**config.mk**
```make
export PLATFORM = sky130hd
export DESIGN_NAME = cmul_const
export DESIGN_NICKNAME = d
export VERILOG_FILES = /design/src/rtl/cm_pkg.sv /design/src/rtl/cm_negate.sv /design/src/rtl/cm_stage.sv /design/src/rtl/cm_outreg.sv /design/src/rtl/cmul_const.sv
export SDC_FILE = /design/constraint.sdc
export NUM_CORES = 1
export LEC_CHECK = 0
export ABC_AREA = 1
export BUFFER_PORTS_ARGS = -buffer_cell sky130_fd_sc_hd__buf_2
export CAP_MARGIN = 20
export CORE_UTILIZATION = 35
export CTS_BUF_LIST = sky130_fd_sc_hd__clkbuf_4
export DETAILED_ROUTE_END_ITERATION = 7
export PLACE_DENSITY = 0.65
export SLEW_MARGIN = 20
export SYNTH_ARGS = -nofsm -noshare
export SYNTH_HDL_FRONTEND = slang
export SYNTH_SLANG_ARGS = --single-unit
```
**constraint.sdc**
```tcl
create_clock -name clk -period 0.8 [get_ports clk]
set_input_delay 0.04 -clock clk [delete_from_list [all_inputs] [get_ports clk]]
set_output_delay 0.04 -clock clk [all_outputs]
set_load 0.01 [all_outputs]
```
**src/rtl/cm_pkg.sv**
```systemverilog
package cm_pkg;

  // Signed digit at position idx of the modified non-adjacent recoding of k.
  // A remaining value of exactly 3 is kept as two +1 digits.
  function automatic int digit_at(logic [63:0] k, int idx);
    logic [64:0] v;
    int d;
    v = {1'b0, k};
    d = 0;
    for (int i = 0; i <= idx; i++) begin
      if (!v[0]) begin
        d = 0;
        v = v >> 1;
      end else if (v == 65'd3 || !v[1]) begin
        d = 1;
        v = (v - 65'd1) >> 1;
      end else begin
        d = -1;
        v = (v + 65'd1) >> 1;
      end
    end
    return d;
  endfunction

  // Number of non-zero digits over positions 0..n.
  function automatic int count_nz(logic [63:0] k, int n);
    int c;
    c = 0;
    for (int i = 0; i <= n; i++)
      if (digit_at(k, i) != 0) c++;
    return c;
  endfunction

  // Position of the j-th non-zero digit, counting from the least significant.
  function automatic int pos_of(logic [63:0] k, int n, int j);
    int c;
    int p;
    c = 0;
    p = 0;
    for (int i = 0; i <= n; i++) begin
      if (digit_at(k, i) != 0) begin
        if (c == j) p = i;
        c++;
      end
    end
    return p;
  endfunction

  // Whether the j-th non-zero digit is -1.
  function automatic bit neg_of(logic [63:0] k, int n, int j);
    return digit_at(k, pos_of(k, n, j)) < 0;
  endfunction

  // Whether the recoding holds any -1 digit.
  function automatic bit has_neg(logic [63:0] k, int n);
    bit r;
    r = 1'b0;
    for (int i = 0; i <= n; i++)
      if (digit_at(k, i) < 0) r = 1'b1;
    return r;
  endfunction

endpackage

```
**src/rtl/cm_negate.sv**
```systemverilog
module cm_negate #(
  parameter int W = 10
) (
  input  logic         clk,
  input  logic         rst_n,
  input  logic [W-1:0] a,
  output logic [W-1:0] y
);

  // Shared -x term, built once for the whole chain.
  assign y = '0 - a;

  // the negated operand is negative exactly when the operand is non-zero.
  a_r9_neg_sign: assert property (@(posedge clk) disable iff (!rst_n)
    y[W-1] == (a != '0));

endmodule

```
**src/rtl/cm_stage.sv**
```systemverilog
module cm_stage #(
  parameter int W         = 10,
  parameter int SHIFT     = 1,
  parameter bit FILL_SIGN = 1'b0
) (
  input  logic             clk,
  input  logic             rst_n,
  input  logic [W-1:0]     acc_in,
  input  logic [W-1:0]     term,
  output logic [W-1:0]     acc_out,
  output logic [SHIFT-1:0] low_out
);

  logic             fill;
  logic [W+SHIFT-1:0] wide;
  logic [W-1:0]     win;

  // Free upper inputs get ones only behind a digit known to leave the sum negative.
  assign fill    = FILL_SIGN ? acc_in[W-1] : 1'b0;
  assign wide    = {{SHIFT{fill}}, acc_in};
  assign low_out = wide[SHIFT-1:0];
  assign win     = wide[W+SHIFT-1:SHIFT];
  assign acc_out = win + term;

  // incoming partial sum is negative only after a -1 digit with x non-zero.
  a_r9_partial_sign: assert property (@(posedge clk) disable iff (!rst_n)
    acc_in[W-1] == (FILL_SIGN && (acc_in != '0)));

endmodule

```
**src/rtl/cm_outreg.sv**
```systemverilog
module cm_outreg #(
  parameter int W       = 16,
  parameter bit REG_OUT = 1'b1
) (
  input  logic         clk,
  input  logic         rst_n,
  input  logic         en,
  input  logic [W-1:0] d,
  output logic [W-1:0] q
);

  if (REG_OUT) begin : g_reg
    logic [W-1:0] q_r;
    logic [W-1:0] q_nxt;

    always_comb begin
      q_nxt = q_r;
      if (en) q_nxt = d;
    end

    always_ff @(posedge clk or negedge rst_n) begin
      if (!rst_n) q_r <= '0;
      else        q_r <= q_nxt;
    end

    assign q = q_r;
  end else begin : g_comb
    assign q = d;
  end

endmodule

```
**src/rtl/cmul_const.sv**
```systemverilog
module cmul_const #(
  parameter int          M       = 8,
  parameter int          N       = 8,
  parameter logic [63:0] K       = 64'd221,
  parameter bit          REG_OUT = 1'b1
) (
  input  logic         clk,
  input  logic         rst_n,
  input  logic         en,
  input  logic [M-1:0] x,
  output logic [M+N-1:0] p
);

  localparam int          PW  = M + N;
  localparam int          SW  = M + 2;
  localparam logic [63:0] KM  = K & ((64'd1 << N) - 64'd1);
  localparam logic [PW-1:0] KP = KM[PW-1:0];
  localparam int          NZ  = cm_pkg::count_nz(KM, N);
  localparam bit          NEG = cm_pkg::has_neg(KM, N);
  localparam int          NZA = (NZ == 0) ? 1 : NZ;

  logic [SW-1:0] xe;
  logic [SW-1:0] xn;
  logic [SW-1:0] acc [NZA];
  logic [PW-1:0] low [NZA];
  logic [PW-1:0] prod_c;

  assign xe = {2'b00, x};

  if (NEG) begin : g_neg
    cm_negate #(.W(SW)) u_neg (
      .clk   (clk),
      .rst_n (rst_n),
      .a     (xe),
      .y     (xn)
    );
  end else begin : g_noneg
    assign xn = '0;
  end

  if (NZ == 0) begin : g_zero
    assign acc[0] = '0;
    assign low[0] = '0;
    assign prod_c = '0;
  end else begin : g_chain
    for (genvar j = 0; j < NZ; j++) begin : g_dig
      localparam int PJ = cm_pkg::pos_of(KM, N, j);
      localparam bit DN = cm_pkg::neg_of(KM, N, j);
      if (j == 0) begin : g_first
        assign acc[0] = DN ? xn : xe;
        assign low[0] = '0;
      end else begin : g_add
        localparam int PP = cm_pkg::pos_of(KM, N, j - 1);
        localparam bit PN = cm_pkg::neg_of(KM, N, j - 1);
        localparam int SH = PJ - PP;
        logic [SH-1:0] lbits;
        cm_stage #(.W(SW), .SHIFT(SH), .FILL_SIGN(PN)) u_stage (
          .clk     (clk),
          .rst_n   (rst_n),
          .acc_in  (acc[j-1]),
          .term    (DN ? xn : xe),
          .acc_out (acc[j]),
          .low_out (lbits)
        );
        // Settled low bits of the previous window leave the chain here.
        assign low[j] = low[j-1] | (PW'(lbits) << PP);
      end
    end

    localparam int PL = cm_pkg::pos_of(KM, N, NZ - 1);
    assign prod_c = low[NZ-1] | (PW'(acc[NZ-1]) << PL);

    // the last partial sum is never negative.
    a_r10_final_nonneg: assert property (@(posedge clk) disable iff (!rst_n)
      !acc[NZ-1][SW-1]);
  end

  cm_outreg #(.W(PW), .REG_OUT(REG_OUT)) u_out (
    .clk   (clk),
    .rst_n (rst_n),
    .en    (en),
    .d     (prod_c),
    .q     (p)
  );

  if (REG_OUT) begin : g_chk
    logic [PW-1:0] xw;
    assign xw = PW'(x);

    // an enabled edge loads the exact product of the operand seen there.
    a_r1_product: assert property (@(posedge clk) disable iff (!rst_n)
      en |=> (p == $past(xw) * KP));

    // a disabled edge leaves the product untouched.
    a_r3_hold: assert property (@(posedge clk) disable iff (!rst_n)
      !en |=> $stable(p));
  end

endmodule

```
Yosys cells after proc, flatten, opt, wreduce, memory -nomap -nowiden

Index checks and enable logic that the tools add are counted.

Flip-flop bits (word level): 16
Input port bits: 11
Output and inout port bits: 16
Logic and storage cells: 8

Add/subtract/negate cells: 4
Bitwise logic cells: 3

Operators by type and width:

| cell                                             | count |
|---|---|
| adder 7 x 9 -> 10 bit                            | 2 |
| OR 16 bit                                        | 1 |
| OR 16 x 8 -> 16 bit                              | 1 |
| subtractor 1 x 8 -> 9 bit (first input constant) | 1 |
| adder 7 x 8 -> 8 bit                             | 1 |
| OR 2 x 5 -> 5 bit                                | 1 |

Logic depth before layout (Yosys ltp)

Gate-level depths: netlist of run 1.

Depth after elaboration: 5
Depth in mapped cells: 36
Mapped depth without buffers: 36

By module

From an unflattened synthesis of run 1, not the netlist that was laid out.

Cell total of the unflattened synthesis: 372
Area, all modules: 2,317.2 sq um

Modules (own cells, without submodules):

| module                                         | instances | cells each | area an instance (sq um) | seq. area each (sq um) |
|---|---|---|---|---|
| cm_stage at g_chain.g_dig[2].g_add.u_stage ... | 2         | 88         | 491.7                    | 0.0 |
| cm_outreg                                      | 1         | 68         | 644.4                    | 400.4 |
| cm_stage at g_chain.g_dig[1].g_add.u_stage     | 1         | 82         | 459.2                    | 0.0 |
| cm_negate                                      | 1         | 45         | 226.5                    | 0.0 |
| cmul_const                                     | 1         | 1          | 3.8                      | 0.0 |

Least setup slack after synthesis of run 1

No wires, ideal clock.

Kind: input port to flip-flop
Start: input x[0]
End: register u_out.g_reg.q_r[15] (netlist: u_out.q[15])
Library setup time: 115 ps
Data arrival time: 3,428 ps
Required time: 685 ps
Path slack: -2,744 ps
Stages on the path: 33
Buffers on the path: 0
Cell sequence: inv_1 > ha_1 > inv_1 > nor2_2 > nand2_1 > xnor2_1 > inv_1 > ha_1 > nand2_1 > nor2_1 > nand2_1 > nand3_2 > nand2_1 > nand2_4 > nand3_4 > inv_1 > nor2_1 > ha_1 > inv_1 > o21ai_0 > nand2_1 > nand3_1 > nand2_1 > nand3b_1 > nand2_4 > ha_1 > a21oi_1 > o21a_1 > nand3_1 > nand2_1 > nand3_1 > nand3_2 > nand2_2

Longest elaborated chain between the ends: 5

Ends and longest elaborated chain:

| item                               | RTL line         | text |
|---|---|---|
| start, declared                    | cmul_const.sv:10 | `input logic [M-1:0] x,` |
| subtractor 1 x 8 -> 9 bit          | cm_negate.sv:11  | `assign y = '0 - a;` |
| adder 7 x 9 -> 10 bit (2 in a row) | cm_stage.sv:23   | `assign acc_out = win + term;` |
| adder 7 x 8 -> 8 bit (*)           | cm_stage.sv:23   |  |
| OR 16 bit (*)                      | cmul_const.sv:71 | `assign prod_c = low[NZ-1] \| (PW'(acc[NZ-1]) << PL);` |
| end signal, assigned               | cm_outreg.sv:23  | `else q_r <= q_nxt;` |
| end, declared                      | cm_outreg.sv:13  | `logic [W-1:0] q_r;` |

Every way passes the cells marked *; elsewhere a longest branch is shown, timed or not.
A chain may end at the register's enable or synchronous reset.

Final worst setup path of run 1

Same ends and word-level chain as after synthesis.

==> impl_results.md, run 1 <==
* Status: finished with violations
* Failing checks: negative setup slack
* Hold Path Stages at 3
* Sw frac at 40.7%
* Synth cell types at 29
* Mean cell area of the mapped netlist at between 7 and 8 µm²
* Row Count at 25
* Post-synthesis cell count at 233
* Starting Density at 36.8%
* I/O pin count at 27
* CTS tree: yes
* Top cells by area, synth: dfrtp_1, ha_1, nand2_1, inv_1, xor2_1
* CP peak stage delay at 0.33 ns
* Crit path DAT at between 3 and 4 ns
* Flop pwr share at about a fifth
* CTS Buf Count at 3
* WP data required at 0.98 ns
* Vias in the first global route at 1777
* Post-route ant nets at 0
* Layout area overhead at 82.2%
* H-tree depth at 1
* Fin nets at 389
* Worst reg-to-reg setup slack at 0.06 ns
* Max_slew headroom at around three quarters
* Fin util at 67.0%
* Power density cells at approximately 1900 nW/µm²
* Clk sink count at 16
* Ant diodes at 0
* Reg2Reg Launch Point: u_out.q[7]$_DFFE_PN0P_
* Net switching power at 2.43 mW
* Fmax at 285 MHz
* Max-slew violations at 0
* Die extent in y at 72.7 µm
* Combinational power share at 73.0%
* Post-synthesis register bit count at 16
* HPWL after DPL at 3400 µm
* Synthesized area at about 1700 µm²
* Hold violation count in the final report at 0
* CP most frequent cell: nand2_2
* Final setup margin at -2.71 ns
* GRT Resource Usage Total at 17.6%
* Synth warnings at 0
* Clock Pin Slew Worst Setup and Hold Paths at 0.09 ns
* VDD IR max at 0.920 mV
* Max-cap check violation count at 0
* Critical Path End: u_out.q[15]$_DFFE_PN0P_
* Clock network power share at 7.0%
* 1st-iter DRT viols at 72
* # DRC at 0
* Crit end category: flop
* Critical path class: input port to flop
* Die ar. at 5280 µm²
* Root buf cell: clkbuf_4
* CP max FO at 3
* Layout cell share with drive strength beyond 1 at 59.1%
* Final setup vio count at 29
* Most frequent cell after synthesis: nand2_1
* First-pass GRT wire length at 7420 µm
* Most used DFF post-synth: dfrtp_1
* Routed vias/inst at 4.64
* Area fraction of the dominant cell type after synthesis at 22.9%
* Worst Reg2Reg Path Length in Cells at 3
* LEAKAGE at 1.58 nW
* Syn nets at 271
* Slew of the pin with the lowest slew margin at 0.348 ns
* Fraction of registers with async set/reset at between 90% and 100%
* Pin count of the biggest net entering global routing at 24
* Setup TNS at -23.52 ns
* Initial antenna violation count at 0
* Router iterations before antenna repair at 4
* Critical Path Start Type: input port
* Tmin final at 3.51 ns
* Final Cycle Share at 439%
* Cell at the slowest stage of the critical path: ha_1
* Worst skew pair latency at 0.28 ns
* Internal power at 3.54 mW
* Hold Path Class: input port to flop
* Routed via count at 1935
* Seq/Total Area, Yosys at 22.9%
* Crit path from: x[0]
* Total gr overflow at 0
* Die W at 72.7 µm
* Unrepaired setup endpoints after global routing: true
* Placeable Area at 4750 µm²
* Routed len/inst at approximately 13 µm
* Post-synth top cells: nand2_1, inv_1, ha_1
* Worst r2r dst: u_out.q[7]$_DFFE_PN0P_
* Worst-case clock buffer depth at 2
* Detailed Route WL at approximately 5300 µm
* Setup Skew at 0 ns
* Cell taking the most area after synthesis: dfrtp_1
* EDFF count, synth at 0
* GP Congestion at 0.837
* I/O Buffers at 26
* Max reg flops at 16
* Fill cells at 372
-- what timing repair did --
action                     in CTS  in global routing
pin swaps                      52                 41
setup endpoints to repair      29                 29
hold buffers                    1                  0
setup buffers                  24                 12
resized for setup              36                 39
gates cloned                    0                  0
hold endpoints to repair       16                  0
-- how the worst min path moves through the flow --
| stage | start | endpoint | slack [ns] |
|---|---|---|---|
| after floorplan | rst_n | u_out.q[0]$_DFFE_PN0P_ | -0.26 |
| after global placement | rst_n | u_out.q[5]$_DFFE_PN0P_ | -0.04 |
| after detailed placement | rst_n | u_out.q[6]$_DFFE_PN0P_ | -0.04 |
| after CTS | x[0] | u_out.q[0]$_DFFE_PN0P_ | 0.02 |
| after global routing | x[1] | u_out.q[1]$_DFFE_PN0P_ | 0.02 |
| final | x[1] | u_out.q[1]$_DFFE_PN0P_ | 0.02 |
-- area by class of cell --
class	instances	area, µm²	area share, %
inverters	34	153	4.79
repair buffers	116	883	27.7
multi-input cells	180	1640	51.5
clock inverters	1	3.75	0.118
clock buffers	3	22.5	0.707
well taps	67	83.8	2.63
flip-flops and latches	16	400	12.6
-- critical path, delay by kind of cell --
family                     cells  cell delay [ns]
AOI/OAI and AO/OA              2             0.37
xor gates and xnor gates       2             0.30
adders and majority gates      4             1.03
buffers and inverters          8             0.53
and+or+nand+nor               18             1.40
-- per-stage QoR --
| step | hold slack [ns] | cells | cell area [µm²] | power [mW] | setup WS (ns) |
|---|---|---|---|---|---|
| floorplan | -0.256 | 233 | 1900 | 3.03 | -2.59 |
| global placement | -0.0365 | 377 | 2520 | 4.20 | -3.07 |
| detailed placement | -0.0377 | 377 | 2520 | 4.26 | -3.08 |
| CTS | 0.0159 | 405 | 2860 | 5.27 | -2.61 |
| global route | 0.0233 | 417 | 3190 | 6.47 | -2.98 |
| finish | 0.0206 | 417 | 3190 | 5.97 | -2.71 |
-- cells in the final DEF, fill, tap and decap left out, types with 4 or more instances in the layout --
cell	netlist	layout
buf_4	0	82
nand2_1	63	50
buf_2	0	23
inv_1	33	22
nand2_2	5	17
ha_4	0	16
dfrtp_1	16	16
a21oi_2	0	11
o21ai_1	0	9
nor2_1	9	8
xor2_1	14	8
nand3_2	3	8
ha_1	24	8
inv_2	0	7
nand3_1	10	5
xor2_2	0	5
nand2_4	4	5
a21oi_1	16	5
nor2_4	2	4
clkbuf_4	0	4
buf_6	1	4
-- layer usage --
| layer | up-vias | GRT usage, % | part of all wire [%] |
|---|---|---|---|
| li1 | 976 | - | - |
| met1 | 913 | 21.2 | 42 |
| met2 | 39 | 33.5 | 54 |
| met3 | 7 | 0.691 | 2.2 |
| met4 | 0 | 5.23 | 1.7 |
| met5 | - | 0 | 0 |
-- cells by family after synthesis --
group / synth area share (%)
flops: 22.9
fa+ha+maj: 20.6
xor+xnor: 8.51
buf+inv: 8.51
compound gates: 10.4
simple gates: 29.1
-- power groups by stage --
stage	Combinational, mW	Clock (mW)	Sequential [mW]
floorplan	1.69	0	1.35
global placement	3.00	0	1.20
detailed placement	3.05	0	1.21
CTS	3.65	0.431	1.19
global route	4.78	0.467	1.23
finish	4.35	0.417	1.20
No activity file was read; power rests on OpenSTA's default activity.
==> run 2, diff against run 1 <==
- CORE_ASPECT_RATIO: not set -> 1.4
- PLACE_DENSITY: 0.65 -> not set
- PLACE_DENSITY_LB_ADDON: not set -> 0.08
==> run 2 against run 1 <==
- the flow still finishes with violations (negative setup slack)
- die area about the same
- count of clock-buffer cells in the layout unchanged
- register-to-register slack got worse by 0.12 ns
- routed wire length decreased by 7.1%
- final cell count unchanged
- via count decreased by 2.8%
- sequential power about the same
- global-route usage increased by 2.2 points
- total power decreased by 0.61%
- sequential share of layout area increased by 0.14 points
- cell area decreased by 1.1%
- highest routed layer unchanged
==> impl_results.md, run 2 (synthesis gave the netlist of run 1 again) <==
* DP Cell Count at 380
* H-tree depth at 1
* I/O pin count at 27
* Total gr overflow at 0
* Tmin final at 3.47 ns
* Multi-input gate area at roughly 1600 µm²
* Worst-case clock buffer depth at 2
* Power density cells at 1880 nW/µm²
* Row Count at 30
* Final Cycle Share at 434%
* Layout area overhead at 80.1%
* Hold Path Stages at 3
* Worst Reg2Reg Path Length in Cells at 4
* Max reg flops at 16
* CP max FO at 4
* Critical Path Start Type: input port
* Fmax at 288 MHz
* I/O Buffers at 26
* CTS Buf Count at 3
* Clock Pin Slew Worst Setup and Hold Paths at ~0.090 ns
* Post-route ant nets at 0
* Hold Path Class: input port to flop
* Crit end category: flop
* Ant diodes at 0
* WP data required at between 0.9 and 1 ns
* Clk sink count at 16
* Hold violation count in the final report at 0
* Design Power at 5.93 mW
* Die extent in y at 85.6 µm
* Starting Density at 36.1%
* Final setup margin at -2.67 ns
* Critical path class: input port to flop
* HP Start: x[0]
* Most frequent cells in the layout: buf_4, nand2_1, inv_1
* Root buf cell: clkbuf_4
* LEAKAGE at around 1.6 nW
* Worst reg-to-reg setup slack at -0.06 ns
* Initial antenna violation count at 0
* Setup TNS at -23.46 ns
* Crit path DAT at 3.65 ns
* Die W at between 60 and 70 µm
* VDD IR max at 0.607 mV
* Final instance area at 3150 µm²
* Router iterations before antenna repair at 4
* Max-cap check violation count at 0
* Cell at the slowest stage of the critical path: fa_2
* Max_slew headroom at 76.1%
* # DRC at 0
* Vias in the first global route at 1863
* Worst skew pair latency at 0.28 ns
* Unrepaired setup endpoints after global routing: true
* Failing checks: negative setup slack
* Final std cells w/o fill at 417
* Pin count of the biggest net entering global routing at 17
* Placeable Area at 4840 µm²
* First-pass GRT wire length at ~8000 µm
* CP peak stage delay at about 0.37 ns
* Slew of the pin with the lowest slew margin at around 0.36 ns
* Detailed Route WL at 4960 µm
* Final setup vio count at 29
* Fill cells at ~430
* Reg2Reg Launch Point: u_out.q[8]$_DFFE_PN0P_
* Register area at 400 µm²
* WHS Endpoint: u_out.q[0]$_DFFE_PN0P_
* Worst r2r dst: u_out.q[8]$_DFFE_PN0P_
* GP Congestion at 0.816
* Routed via count at 1881
* CTS tree: yes
* Commonest non-fill, non-tap cell in the layout: buf_4
* Routed vias/inst at 4.51
* Layout cell share with drive strength beyond 1 at 60.6%
* Max-slew violations at 0
* Setup Skew at 0 ns
* Status: finished with violations
* Hold Slack at 0.0121 ns
* Routed len/inst at 11.9 µm
* Fin nets at 393
* Die ar. at 5290 µm²
* GRT Resource Usage Total at 19.7%
* HPWL after DPL at approximately 3600 µm
* Dpl cell area at 2540 µm²
* 1st-iter DRT viols at 48
## run 2: through the flow
stage,utilization [%],setup WS [ns]
floorplan,-,-2.59
global placement,52.5,-3.06
detailed placement,52.5,-3.09
CTS,59.9,-2.62
global route,65.1,-3.00
finish,65.1,-2.67
## run 2: critical path: cells and delay by family
family	cells	cell delay [ns]
AO/OA/AOI/OAI	3	0.34
XOR/XNOR	4	0.64
adder cells (fa/ha/maj)	5	1.29
buffers and inverters	5	0.43
AND/OR/NAND/NOR	11	0.91
## run 2: how the worst max path moves through the flow
| stage | start | endpoint | slack [ns] |
|---|---|---|---|
| floorplan | x[1] | u_out.q[15]$_DFFE_PN0P_ | -2.59 |
| global placement | x[1] | u_out.q[15]$_DFFE_PN0P_ | -3.06 |
| detailed placement | x[1] | u_out.q[15]$_DFFE_PN0P_ | -3.09 |
| CTS | x[0] | u_out.q[14]$_DFFE_PN0P_ | -2.62 |
| global route | x[0] | u_out.q[14]$_DFFE_PN0P_ | -3.00 |
| finish | x[0] | u_out.q[14]$_DFFE_PN0P_ | -2.67 |
## run 2: report_power, final
part	internal (mW)	leakage, nW	switching (mW)
combinational	2.31	1.38	2.00
sequential	1.07	0.194	0.129
clock	0.175	0.0138	0.244
## run 2: layout make-up
type	count	area share, %
tap	64	2.54
inverter	34	4.85
sequential	16	12.7
timing repair buffer	120	28.5
clock buffer	3	0.715
multi-input combinational	180	50.7
## run 2: what timing repair did
action / in CTS / in global routing
endpoints found under the hold margin: 16 / 0
setup buffers: 27 / 14
setup endpoints to repair: 29 / 30
gates resized for setup: 37 / 39
pin swaps: 49 / 45
hold buffers: 1 / 0
## run 2: routing by layer
| metal | vias up | part of all wire (%) | global-route usage [%] |
|---|---|---|---|
| met5 | - | 0 | 0 |
| met4 | 0 | 1.3 | 6.67 |
| met3 | 5 | 1.4 | 0.452 |
| met2 | 24 | 54 | 36.9 |
| met1 | 863 | 43 | 23.0 |
| li1 | 989 | - | - |
